--- config.mk ---
export PLATFORM = sky130hd
export DESIGN_NAME = hart_tick_ctrl
export DESIGN_NICKNAME = d
export VERILOG_FILES = /design/src/rtl/htc_pkg.sv /design/src/rtl/htc_decode.sv /design/src/rtl/htc_counter.sv /design/src/rtl/htc_doorbell.sv /design/src/rtl/htc_cmp_bank.sv /design/src/rtl/hart_tick_ctrl.sv
export SDC_FILE = /design/constraint.sdc
export NUM_CORES = 1
export LEC_CHECK = 0
export BUFFER_PORTS_ARGS = -buffer_cell sky130_fd_sc_hd__buf_2
export CORE_MARGIN = 2
export CORE_UTILIZATION = 55
export CTS_CLUSTER_DIAMETER = 150
export DETAILED_ROUTE_END_ITERATION = 12
export GPL_ROUTABILITY_DRIVEN = 0
export GPL_TIMING_DRIVEN = 0
export PLACE_DENSITY = 0.75
export SYNTH_ARGS = -nofsm -noshare
export SYNTH_HDL_FRONTEND = slang
export SYNTH_SLANG_ARGS = --single-unit
--- constraint.sdc ---
create_clock -name clk -period 9.9 [get_ports clk]
set_clock_uncertainty 0.05 [all_clocks]
set_input_delay 0 -clock clk [delete_from_list [all_inputs] [get_ports clk]]
set_output_delay 0 -clock clk [all_outputs]
set_load 0.05 [all_outputs]
--- src/rtl/htc_pkg.sv ---
`timescale 1ns/1ps
package htc_pkg;
  // Which region a bus address decodes to
  typedef enum logic [1:0] {
    RGN_NONE = 2'd0,
    RGN_DOOR = 2'd1,
    RGN_CMP  = 2'd2,
    RGN_CNT  = 2'd3
  } rgn_e;
endpackage

--- src/rtl/htc_decode.sv ---
`timescale 1ns/1ps
module htc_decode
  import htc_pkg::*;
#(
  parameter int ADDR_W    = 16,
  parameter int NUM_HARTS = 4,
  parameter int DOOR_BASE = 'h0000,
  parameter int CMP_BASE  = 'h4000,
  parameter int CNT_BASE  = 'hBFF8,
  localparam int HART_W   = (NUM_HARTS > 1) ? $clog2(NUM_HARTS) : 1
) (
  input  logic [ADDR_W-1:0] addr_i,
  output rgn_e              rgn_o,
  output logic              hi_o,
  output logic [HART_W-1:0] hart_o
);
  localparam logic [ADDR_W-1:0] DOOR_SPAN = ADDR_W'(4 * NUM_HARTS);
  localparam logic [ADDR_W-1:0] CMP_SPAN  = ADDR_W'(8 * NUM_HARTS);

  logic [ADDR_W-1:0] door_off, cmp_off, cnt_off;
  logic in_door, in_cmp, in_cnt;

  always_comb begin
    door_off = addr_i - ADDR_W'(DOOR_BASE);
    cmp_off  = addr_i - ADDR_W'(CMP_BASE);
    cnt_off  = addr_i - ADDR_W'(CNT_BASE);
    in_door  = (addr_i >= ADDR_W'(DOOR_BASE)) && (door_off < DOOR_SPAN)
               && (door_off[1:0] == 2'b00);
    in_cmp   = (addr_i >= ADDR_W'(CMP_BASE)) && (cmp_off < CMP_SPAN)
               && (cmp_off[1:0] == 2'b00);
    in_cnt   = (cnt_off == '0) || (cnt_off == ADDR_W'(4));

    rgn_o  = RGN_NONE;
    hi_o   = 1'b0;
    hart_o = '0;
    if (in_door) begin
      rgn_o  = RGN_DOOR;
      hart_o = HART_W'(door_off >> 2);
    end else if (in_cmp) begin
      rgn_o  = RGN_CMP;
      hi_o   = cmp_off[2];
      hart_o = HART_W'(cmp_off >> 3);
    end else if (in_cnt) begin
      rgn_o  = RGN_CNT;
      hi_o   = cnt_off[2];
    end
  end
endmodule

--- src/rtl/htc_counter.sv ---
`timescale 1ns/1ps
module htc_counter #(
  parameter int CNT_W = 64
) (
  input  logic             clk,
  input  logic             rst_n,
  input  logic             tick_en,
  output logic [CNT_W-1:0] cnt_o,
  output logic [CNT_W-1:0] cnt_nxt_o
);
  logic [CNT_W-1:0] cnt_q, cnt_d;

  always_comb begin
    cnt_d = cnt_q;
    if (tick_en) cnt_d = cnt_q + CNT_W'(1);
  end

  always_ff @(posedge clk or negedge rst_n) begin
    if (!rst_n)       cnt_q <= '0;
    else if (tick_en) cnt_q <= cnt_d;
  end

  assign cnt_o     = cnt_q;
  assign cnt_nxt_o = cnt_d;

  p_tick_step_r2: assert property (@(posedge clk) disable iff (!rst_n)
    tick_en |=> (cnt_o == $past(cnt_o) + CNT_W'(1)));
  p_tick_hold_r2: assert property (@(posedge clk) disable iff (!rst_n)
    !tick_en |=> $stable(cnt_o));
endmodule

--- src/rtl/htc_doorbell.sv ---
`timescale 1ns/1ps
module htc_doorbell #(
  parameter int NUM_HARTS = 4
) (
  input  logic                 clk,
  input  logic                 rst_n,
  input  logic [NUM_HARTS-1:0] wr_en_i,
  input  logic                 wr_bit_i,
  output logic [NUM_HARTS-1:0] soft_o
);
  logic [NUM_HARTS-1:0] soft_q, soft_d;

  always_comb begin
    soft_d = soft_q;
    for (int h = 0; h < NUM_HARTS; h++) begin
      if (wr_en_i[h]) soft_d[h] = wr_bit_i;
    end
  end

  always_ff @(posedge clk or negedge rst_n) begin
    if (!rst_n)        soft_q <= '0;
    else if (|wr_en_i) soft_q <= soft_d;
  end

  assign soft_o = soft_q;

  p_one_target_r4: assert property (@(posedge clk) disable iff (!rst_n)
    $onehot0(wr_en_i));
  p_untouched_r4: assert property (@(posedge clk) disable iff (!rst_n)
    (wr_en_i == '0) |=> $stable(soft_o));
endmodule

--- src/rtl/htc_cmp_bank.sv ---
`timescale 1ns/1ps
module htc_cmp_bank #(
  parameter int NUM_HARTS = 4,
  parameter int DATA_W    = 32,
  localparam int CNT_W    = 2 * DATA_W
) (
  input  logic                            clk,
  input  logic                            rst_n,
  input  logic [NUM_HARTS-1:0]            wr_lo_i,
  input  logic [NUM_HARTS-1:0]            wr_hi_i,
  input  logic [DATA_W-1:0]               wdata_i,
  input  logic [CNT_W-1:0]                cnt_i,
  input  logic [CNT_W-1:0]                cnt_nxt_i,
  output logic [NUM_HARTS-1:0][CNT_W-1:0] cmp_o,
  output logic [NUM_HARTS-1:0]            timer_o
);
  for (genvar h = 0; h < NUM_HARTS; h++) begin : g_hart
    logic [CNT_W-1:0] dl_q, dl_d;
    logic             due_q, due_d;

    always_comb begin
      dl_d = dl_q;
      if (wr_lo_i[h]) dl_d[DATA_W-1:0]     = wdata_i;
      if (wr_hi_i[h]) dl_d[CNT_W-1:DATA_W] = wdata_i;
      due_d = (dl_d <= cnt_nxt_i);
    end

    always_ff @(posedge clk or negedge rst_n) begin
      if (!rst_n) begin
        dl_q  <= '0;
        due_q <= 1'b1;
      end else begin
        if (wr_lo_i[h] || wr_hi_i[h]) dl_q <= dl_d;
        due_q <= due_d;
      end
    end

    assign cmp_o[h]   = dl_q;
    assign timer_o[h] = due_q;

    p_line_tracks_r7: assert property (@(posedge clk) disable iff (!rst_n)
      timer_o[h] == (cmp_o[h] <= cnt_i));
    p_lo_keeps_hi_r6: assert property (@(posedge clk) disable iff (!rst_n)
      (wr_lo_i[h] && !wr_hi_i[h]) |=>
        (cmp_o[h][CNT_W-1:DATA_W] == $past(cmp_o[h][CNT_W-1:DATA_W]))
        && (cmp_o[h][DATA_W-1:0] == $past(wdata_i)));
    p_hi_keeps_lo_r6: assert property (@(posedge clk) disable iff (!rst_n)
      (wr_hi_i[h] && !wr_lo_i[h]) |=>
        (cmp_o[h][DATA_W-1:0] == $past(cmp_o[h][DATA_W-1:0]))
        && (cmp_o[h][CNT_W-1:DATA_W] == $past(wdata_i)));
  end
endmodule

--- src/rtl/hart_tick_ctrl.sv ---
`timescale 1ns/1ps
module hart_tick_ctrl
  import htc_pkg::*;
#(
  parameter int ADDR_W    = 16,
  parameter int NUM_HARTS = 4,
  parameter int DOOR_BASE = 'h0000,
  parameter int CMP_BASE  = 'h4000,
  parameter int CNT_BASE  = 'hBFF8
) (
  input  logic                 clk,
  input  logic                 rst_n,
  input  logic                 tick_en,
  input  logic [ADDR_W-1:0]    bus_addr,
  input  logic                 bus_wr,
  input  logic                 bus_rd,
  input  logic [31:0]          bus_wdata,
  output logic [31:0]          bus_rdata,
  output logic [NUM_HARTS-1:0] timer_irq,
  output logic [NUM_HARTS-1:0] soft_irq
);
  localparam int DATA_W = 32;
  localparam int CNT_W  = 2 * DATA_W;
  localparam int HART_W = (NUM_HARTS > 1) ? $clog2(NUM_HARTS) : 1;

  rgn_e                           dec_rgn;
  logic                           dec_hi;
  logic [HART_W-1:0]              dec_hart;
  logic [CNT_W-1:0]               cnt, cnt_nxt;
  logic [NUM_HARTS-1:0][CNT_W-1:0] cmp;
  logic [NUM_HARTS-1:0]           wr_door, wr_lo, wr_hi;
  logic [DATA_W-1:0]              rdata_q, rdata_d;

  htc_decode #(
    .ADDR_W(ADDR_W), .NUM_HARTS(NUM_HARTS),
    .DOOR_BASE(DOOR_BASE), .CMP_BASE(CMP_BASE), .CNT_BASE(CNT_BASE)
  ) u_decode (
    .addr_i(bus_addr), .rgn_o(dec_rgn), .hi_o(dec_hi), .hart_o(dec_hart)
  );

  for (genvar h = 0; h < NUM_HARTS; h++) begin : g_wsel
    logic hit;
    assign hit        = bus_wr && (dec_hart == HART_W'(h));
    assign wr_door[h] = hit && (dec_rgn == RGN_DOOR);
    assign wr_lo[h]   = hit && (dec_rgn == RGN_CMP) && !dec_hi;
    assign wr_hi[h]   = hit && (dec_rgn == RGN_CMP) && dec_hi;
  end

  htc_counter #(.CNT_W(CNT_W)) u_counter (
    .clk(clk), .rst_n(rst_n), .tick_en(tick_en),
    .cnt_o(cnt), .cnt_nxt_o(cnt_nxt)
  );

  htc_doorbell #(.NUM_HARTS(NUM_HARTS)) u_doorbell (
    .clk(clk), .rst_n(rst_n), .wr_en_i(wr_door),
    .wr_bit_i(bus_wdata[0]), .soft_o(soft_irq)
  );

  htc_cmp_bank #(.NUM_HARTS(NUM_HARTS), .DATA_W(DATA_W)) u_cmp_bank (
    .clk(clk), .rst_n(rst_n), .wr_lo_i(wr_lo), .wr_hi_i(wr_hi),
    .wdata_i(bus_wdata), .cnt_i(cnt), .cnt_nxt_i(cnt_nxt),
    .cmp_o(cmp), .timer_o(timer_irq)
  );

  // Read path: select, then register on the read strobe
  always_comb begin
    rdata_d = '0;
    unique case (dec_rgn)
      RGN_DOOR: rdata_d = {{(DATA_W-1){1'b0}}, soft_irq[dec_hart]};
      RGN_CMP:  rdata_d = dec_hi ? cmp[dec_hart][CNT_W-1:DATA_W]
                                 : cmp[dec_hart][DATA_W-1:0];
      RGN_CNT:  rdata_d = dec_hi ? cnt[CNT_W-1:DATA_W] : cnt[DATA_W-1:0];
      default:  rdata_d = '0;
    endcase
  end

  always_ff @(posedge clk or negedge rst_n) begin
    if (!rst_n)      rdata_q <= '0;
    else if (bus_rd) rdata_q <= rdata_d;
  end

  assign bus_rdata = rdata_q;

  p_rdata_hold_r9: assert property (@(posedge clk) disable iff (!rst_n)
    !bus_rd |=> $stable(bus_rdata));
  p_cnt_write_ignored_r3: assert property (@(posedge clk) disable iff (!rst_n)
    (bus_wr && dec_rgn == RGN_CNT && !tick_en) |=> $stable(cnt));
  p_stray_write_r8: assert property (@(posedge clk) disable iff (!rst_n)
    (bus_wr && dec_rgn == RGN_NONE) |=> ($stable(soft_irq) && $stable(cmp)));
  p_stray_read_zero_r8: assert property (@(posedge clk) disable iff (!rst_n)
    (bus_rd && dec_rgn == RGN_NONE) |=> (bus_rdata == '0));
endmodule

== Yosys cells after proc, flatten, opt, wreduce, memory -nomap -nowiden ==
Index checks and enable logic that the tools add are counted.
Storage, ports and cells
  flip-flop bits (word level): 360
  bits in latches: 0
  memory bits (writable): 0
  ROM bits: 0
  input bits: 53
  output and inout bits: 40
  logic and storage cells: 96
  memories: 0
Operators by class
  $add $sub $neg: 3
  multiply operators: 0
  div/mod/pow operators: 0
  order comparisons: 9
  eq/ne operators: 7
  shifts and indexed selects: 0
  mux-type cells: 24
  bitwise gates (word level): 0
  reductions and logical operators: 39
Operators by type and width (count)
  32-bit two-way mux: 10
  64-bit <= comparator: 4
  64-bit binary-select mux with 2-bit select: 1
  64-bit two-way mux: 2
  32-bit one-hot mux with 3 select lines: 1
  64-bit by 1-bit adder with 64-bit output, second input constant: 1
  1-bit logical AND: 24
  16-bit by 3-bit == test with 1-bit output, second input constant: 1
  16-bit by 1-bit >= comparator with 1-bit output, second input constant: 1
  16-bit by 15-bit >= comparator with 1-bit output, second input constant: 1
  16-bit logical NOT: 1
  16-bit by 5-bit < comparator with 1-bit output, second input constant: 1
  16-bit by 6-bit < comparator with 1-bit output, second input constant: 1
  16-bit by 15-bit subtractor with 16-bit output, second input constant: 1
  16-bit subtractor, second input constant: 1
  2-bit two-way mux: 5
  2-bit == test, second input constant: 4
  2-bit AND reduction: 4
  2-bit logical NOT: 3
  1-bit logical OR: 5
  2-bit by 1-bit == test with 1-bit output, second input constant: 2
  1-bit two-way mux: 4
  4-bit OR reduction: 1
  2-bit by 3-bit < comparator with 1-bit output, second input constant: 1
  2 further kinds: 2

== Longest topological paths before layout ==
  word-level depth: 12
  mapped depth: 18
  gate-level depth less buffers: 16

== Cells and area by module ==
From an unflattened synthesis, not the netlist that was laid out.
Second synthesis, totals
  cell total of the unflattened synthesis: 2293
  area, all modules: 26332.8 sq um
By module, submodules not included
  htc_cmp_bank: instances 1, cells each 1586, area each 18326.3 sq um, seq. area each 6511.2 sq um
  hart_tick_ctrl: instances 1, cells each 315, area each 3857.4 sq um, seq. area each 800.8 sq um
  htc_counter: instances 1, cells each 349, area each 3749.8 sq um, seq. area each 1601.5 sq um
  htc_decode: instances 1, cells each 35, area each 239.0 sq um, seq. area each 0.0 sq um
  htc_doorbell: instances 1, cells each 8, area each 160.2 sq um, seq. area each 100.1 sq um

== Worst setup path after synthesis ==
No wires, ideal clock.
  path kind: register to register
  start: reg u_counter.cnt_q[0] (netlist: u_counter.cnt_o[0])
  end: reg u_cmp_bank.g_hart[0].due_q
  library setup time: 79 ps
  data arrival time: 4070 ps
  data required time: 9771 ps
  slack: 5701 ps
  stages on the path, launching flop included: 17
  buffers on the path: 0
  clock period less this slack: 4199 ps
  cell sequence: dfrtp_1 -> ha_1 -> inv_1 -> nor3_1 -> nand4_1 -> nor4_1 -> nand4_1 -> xnor2_1 -> inv_1 -> ha_1 -> nand4_1 -> nor2_1 -> and3_1 -> nand4_1 -> or4_1 -> or2_2 -> o21ai_0
On the way
  longest elaborated chain between the ends: 3
RTL lines
  from (decl): line htc_counter.sv:11  | logic [CNT_W-1:0] cnt_q, cnt_d;
  from (signal assigned): line htc_counter.sv:20  | else if (tick_en) cnt_q <= cnt_d;
  64-bit by 1-bit adder with 64-bit output: line htc_counter.sv:15  | if (tick_en) cnt_d = cnt_q + CNT_W'(1);
  64-bit two-way mux (*): line htc_counter.sv:15
  64-bit <= comparator (*): line htc_cmp_bank.sv:25  | due_d = (dl_d <= cnt_nxt_i);
  net u_cmp_bank.g_hart[0].due_d: line htc_cmp_bank.sv:19  | logic due_q, due_d;
  to (signal assigned): line htc_cmp_bank.sv:34  | due_q <= due_d;
  to (decl): line htc_cmp_bank.sv:19
Mark *: on every way through the listed nets, which the timed path passes. The rest lies on a longest branch.
A chain may end at the register's enable or synchronous reset.

== Worst setup path in the final report ==
Ends and elaborated chain as after synthesis.

==> reports/qor.yml <==
worst_slew_pin_slew_ps: 1560
drt-total-wl_um: 90600
grt_pass1_wl_um: 135000
p_comb_share_pct: 10.3
finalCritPeriodShare_pct: 73.2
dieArea_um2: 47200
fmax_mhz: 138
crit_slowest_cell: "nor4_1"
cts_tree: "built"
clk_latency_ps: 600
layout-drive-gt1-share_pct: 29.1
synth_top_area_share_pct: 35.6
cts_root_buffer: "clkbuf_16"
cp-end-kind: "register"
post_cts_buffers: 0
antenna_found_initial: 2
cts.repair.resized: 0
max_stage_delay_ps: 1290
wl_per_cell_um: 29.3
ir_worst_vdd_v: 0.000129
async_reset_ff_share_pct: 100
yosysWarnings: 0
vias_per_cell: 7.02
rows: 78
die_height_um: 217
violations: "max-capacitance violations, max-slew violations"
synth-seq-cells: 360
cts_buffers: 42
groute.usage.overall_pct: 38.4
synth_fp_nets: 2597
seq_area_frac_synth_pct: 36.1
netSwitchingFraction_pct: 26.9
power_frac_seq_pct: 43.4
max_slew_margin_pct: -4.76
synth_area_um2: 25000
areaGrowthSynthToFinish_pct: 12.5
grt_overflow_total: 0
die_width_um: 217
critPathMostFrequentCell: "nand4_1"
hold_path.class: "in -> reg"
setup_viol: 0
drt_iter0_drc: 3112
max_cap_violations: 1
synth_ff_type: "dfrtp_1"
total_power_mw: 3.53
rsz0062_at_grt: "false"
grt_max_degree: 102
drc_errors: 0
coreArea_um2: 45100
tns_ps: 0
vias: 21700
synth-edff-count: 0
h-tree-depth: 2
cp.arrival_ps: 7610
crit_family: "simple AND/OR/NAND/NOR gates"
postSynthAreaPerCell_um2: 10.9
ios: 93
synth.largest_area_cell: "dfrtp_1"
fillers: 3610
clock_path_buffers: 3
ys_top_cells_by_area: "dfrtp_1, mux2_2, ha_1"
grt_pass1_vias: 21500
finalMaxSlewViolations: 6
io_buffer_count: 91
cp_data_required_time_ps: 10260
final_antenna_net_count: 0
nets: 2775
clkSinkCount: 360
clock_power_share_pct: 46.4
place_hpwl_um: 65400
critPathBufInv: 2
p_leak_nw: 13.6
synth_cell_types: 64
initial_core_util_pct: 55.5
synth_cells: 2285
critPathKind: "reg -> reg"
path_max_fanout: 8
finalCriticalPeriod_ps: 7250
start_kind: "register"
dr.pass1.iters: 6
hold_viol_final: 0
clkTransAtPathRegs_ps: 60
powerDensity_nw_per_um2: 125
status: "finished with violations"
crit_chain: "ha_1 -> inv_1 -> nor3_2 -> nand4_1 -> nor4_1 -> nand3_1 -> xnor2_1 -> inv_1 -> ha_1 -> nand4_1 -> nor2_1 -> and3_1 -> nand4_1 -> or4_1 -> or2_2 -> o21ai_0"
p_int_mw: 2.58
p_switching_mw: 0.948
cells in the final DEF, fill, tap and decap left out, types with 20 or more instances in the layout:
cell type / Yosys / final
nand3_1: 48 / 48
clkbuf_1: 74 / 83
ha_1: 259 / 259
nor3_1: 24 / 23
a21o_1: 31 / 31
mux2_1: 41 / 41
a21oi_1: 64 / 64
o21ai_0: 129 / 129
o22ai_1: 121 / 121
dfrtp_1: 356 / 356
clkbuf_16: 0 / 43
o32a_1: 31 / 31
nand2_1: 70 / 70
xnor2_1: 46 / 46
buf_4: 43 / 43
xor2_1: 31 / 31
o21ai_1: 20 / 20
nor2_1: 59 / 59
inv_1: 73 / 73
buf_2: 8 / 98
nand4_1: 56 / 56
o221ai_1: 34 / 34
mux2_2: 475 / 475
dlygate4sd3_1: 0 / 39
cell type report:
type / instances / area (um2) / share of cell area [%]
plain buffers: 141 / 791 / 2.81
clock buffers: 54 / 1140 / 4.04
inverters: 73 / 274 / 0.974
well taps: 600 / 751 / 2.67
repair buffers: 134 / 966 / 3.43
flip-flops and latches: 360 / 9010 / 32.0
clock inverters: 20 / 268 / 0.952
multi-input cells: 1711 / 14900 / 53.1
diodes: 1 / 2.50 / 0.00890
power by group through the flow:
stage          registers [mW]  clock network, mW  logic, mW
2_1_floorplan            1.56                  0      0.174
3_3_place_gp             1.55                  0      0.320
3_5_place_dp             1.55                  0      0.335
4_1_cts                  1.53               1.64      0.352
5_1_grt                  1.53               1.70      0.396
6_report                 1.53               1.64      0.362
per-layer routing:
| metal | GRT usage [%] | share of wire, % | vias up |
|---|---|---|---|
| met5 | 0 | 0.029 | - |
| met4 | 25.7 | 8.0 | 4 |
| met3 | 11.7 | 13 | 457 |
| met2 | 55.5 | 41 | 1588 |
| met1 | 49.6 | 38 | 10600 |
| li1 | - | - | 9038 |
stage by stage:
stage	cells	hold WS [ps]	cell area (um2)	util (%)	setup WS, ps
after detailed placement	2979	-20.1	26300	58.3	3300
after floorplan	2285	-346	25000	-	5700
after CTS	3093	22.8	28100	62.4	3250
after global placement	2976	235	26200	58.1	1920
after global routing	3093	58.9	28100	62.4	2770
final	3094	43.7	28100	62.4	2650
state kept, by name, indices dropped and copies added, names as in the netlist:
signal and cells:
u_counter.cnt_o 64, u_cmp_bank.g_hart.dl_q 256, bus_rdata 32, u_doorbell.soft_o 4, u_cmp_bank.g_hart.due_q 4
worst paths after layout:
| kind | startpoint | end | slack [ps] | cells past startpoint |
|---|---|---|---|---|
| setup / recovery | u_counter.cnt_o[0] | u_cmp_bank.g_hart[0].due_q | 2650 | 16 |
| hold / removal | bus_addr[14] | bus_rdata[0] | 40 | 5 |
| setup reg to reg | u_counter.cnt_o[0] | u_cmp_bank.g_hart[0].due_q | 2650 | 16 |
| hold reg to reg | bus_rdata[20] | bus_rdata[20] | 470 | 2 |
| max in group asynchronous | rst_n | u_cmp_bank.g_hart[2].dl_q[17] | 8140 | 5 |
| min in group asynchronous | rst_n | u_cmp_bank.g_hart[0].dl_q[58] | 390 | 3 |
cells in the mapped netlist, types with 12 or more instances:
| library cell | n |
|---|---|
| a211oi_1 | 17 |
| clkbuf_1 | 74 |
| inv_1 | 73 |
| xnor2_1 | 46 |
| nand4_1 | 56 |
| a21oi_1 | 64 |
| o21ai_0 | 129 |
| dfrtp_1 | 356 |
| o22ai_1 | 121 |
| o21ai_1 | 20 |
| and3_1 | 16 |
| nor2b_1 | 15 |
| o32a_1 | 31 |
| nor4_1 | 12 |
| o221ai_1 | 34 |
| o211ai_1 | 14 |
| mux2_2 | 475 |
| nor2_1 | 59 |
| nor3_1 | 24 |
| buf_4 | 43 |
| nand3_1 | 48 |
| nand2_1 | 70 |
| xor2_1 | 31 |
| a21o_1 | 31 |
| buf_6 | 12 |
| mux2_1 | 41 |
| ha_1 | 259 |
worst register-to-register path, cell delays in order (launching register included):
cell and delay [ps]:
dfrtp_1 530, ha_1 260, inv_1 70, nor3_2 890, nand4_1 710, nor4_1 1300, nand3_1 210, xnor2_1 290
inv_1 150, ha_1 310, nand4_1 160, nor2_1 260, and3_1 290, nand4_1 380, or4_1 670, or2_2 310
o21ai_0 250
cells by family (layout without fill, tap and decap cells):
| kind of cell | count (synthesis) | after routing | share of synthesized area, % |
|---|---|---|---|
| DFF | 360 | 360 | 36.1 |
| AOI/OAI and AO/OA | 504 | 504 | 13.0 |
| and+or+nand+nor | 354 | 354 | 7.75 |
| adders and majority gates | 259 | 259 | 13.0 |
| xor gates and xnor gates | 77 | 77 | 2.70 |
| muxes | 517 | 517 | 23.3 |
| buffers and inverters | 214 | 422 | 4.26 |
| other | 0 | 1 | 0 |
what timing repair did:
action                     CTS  global route
hold endpoints to repair   465             0
setup endpoints to repair    0             0
hold buffers                40             0
Note: power is estimated with default switching activity, not from simulation.
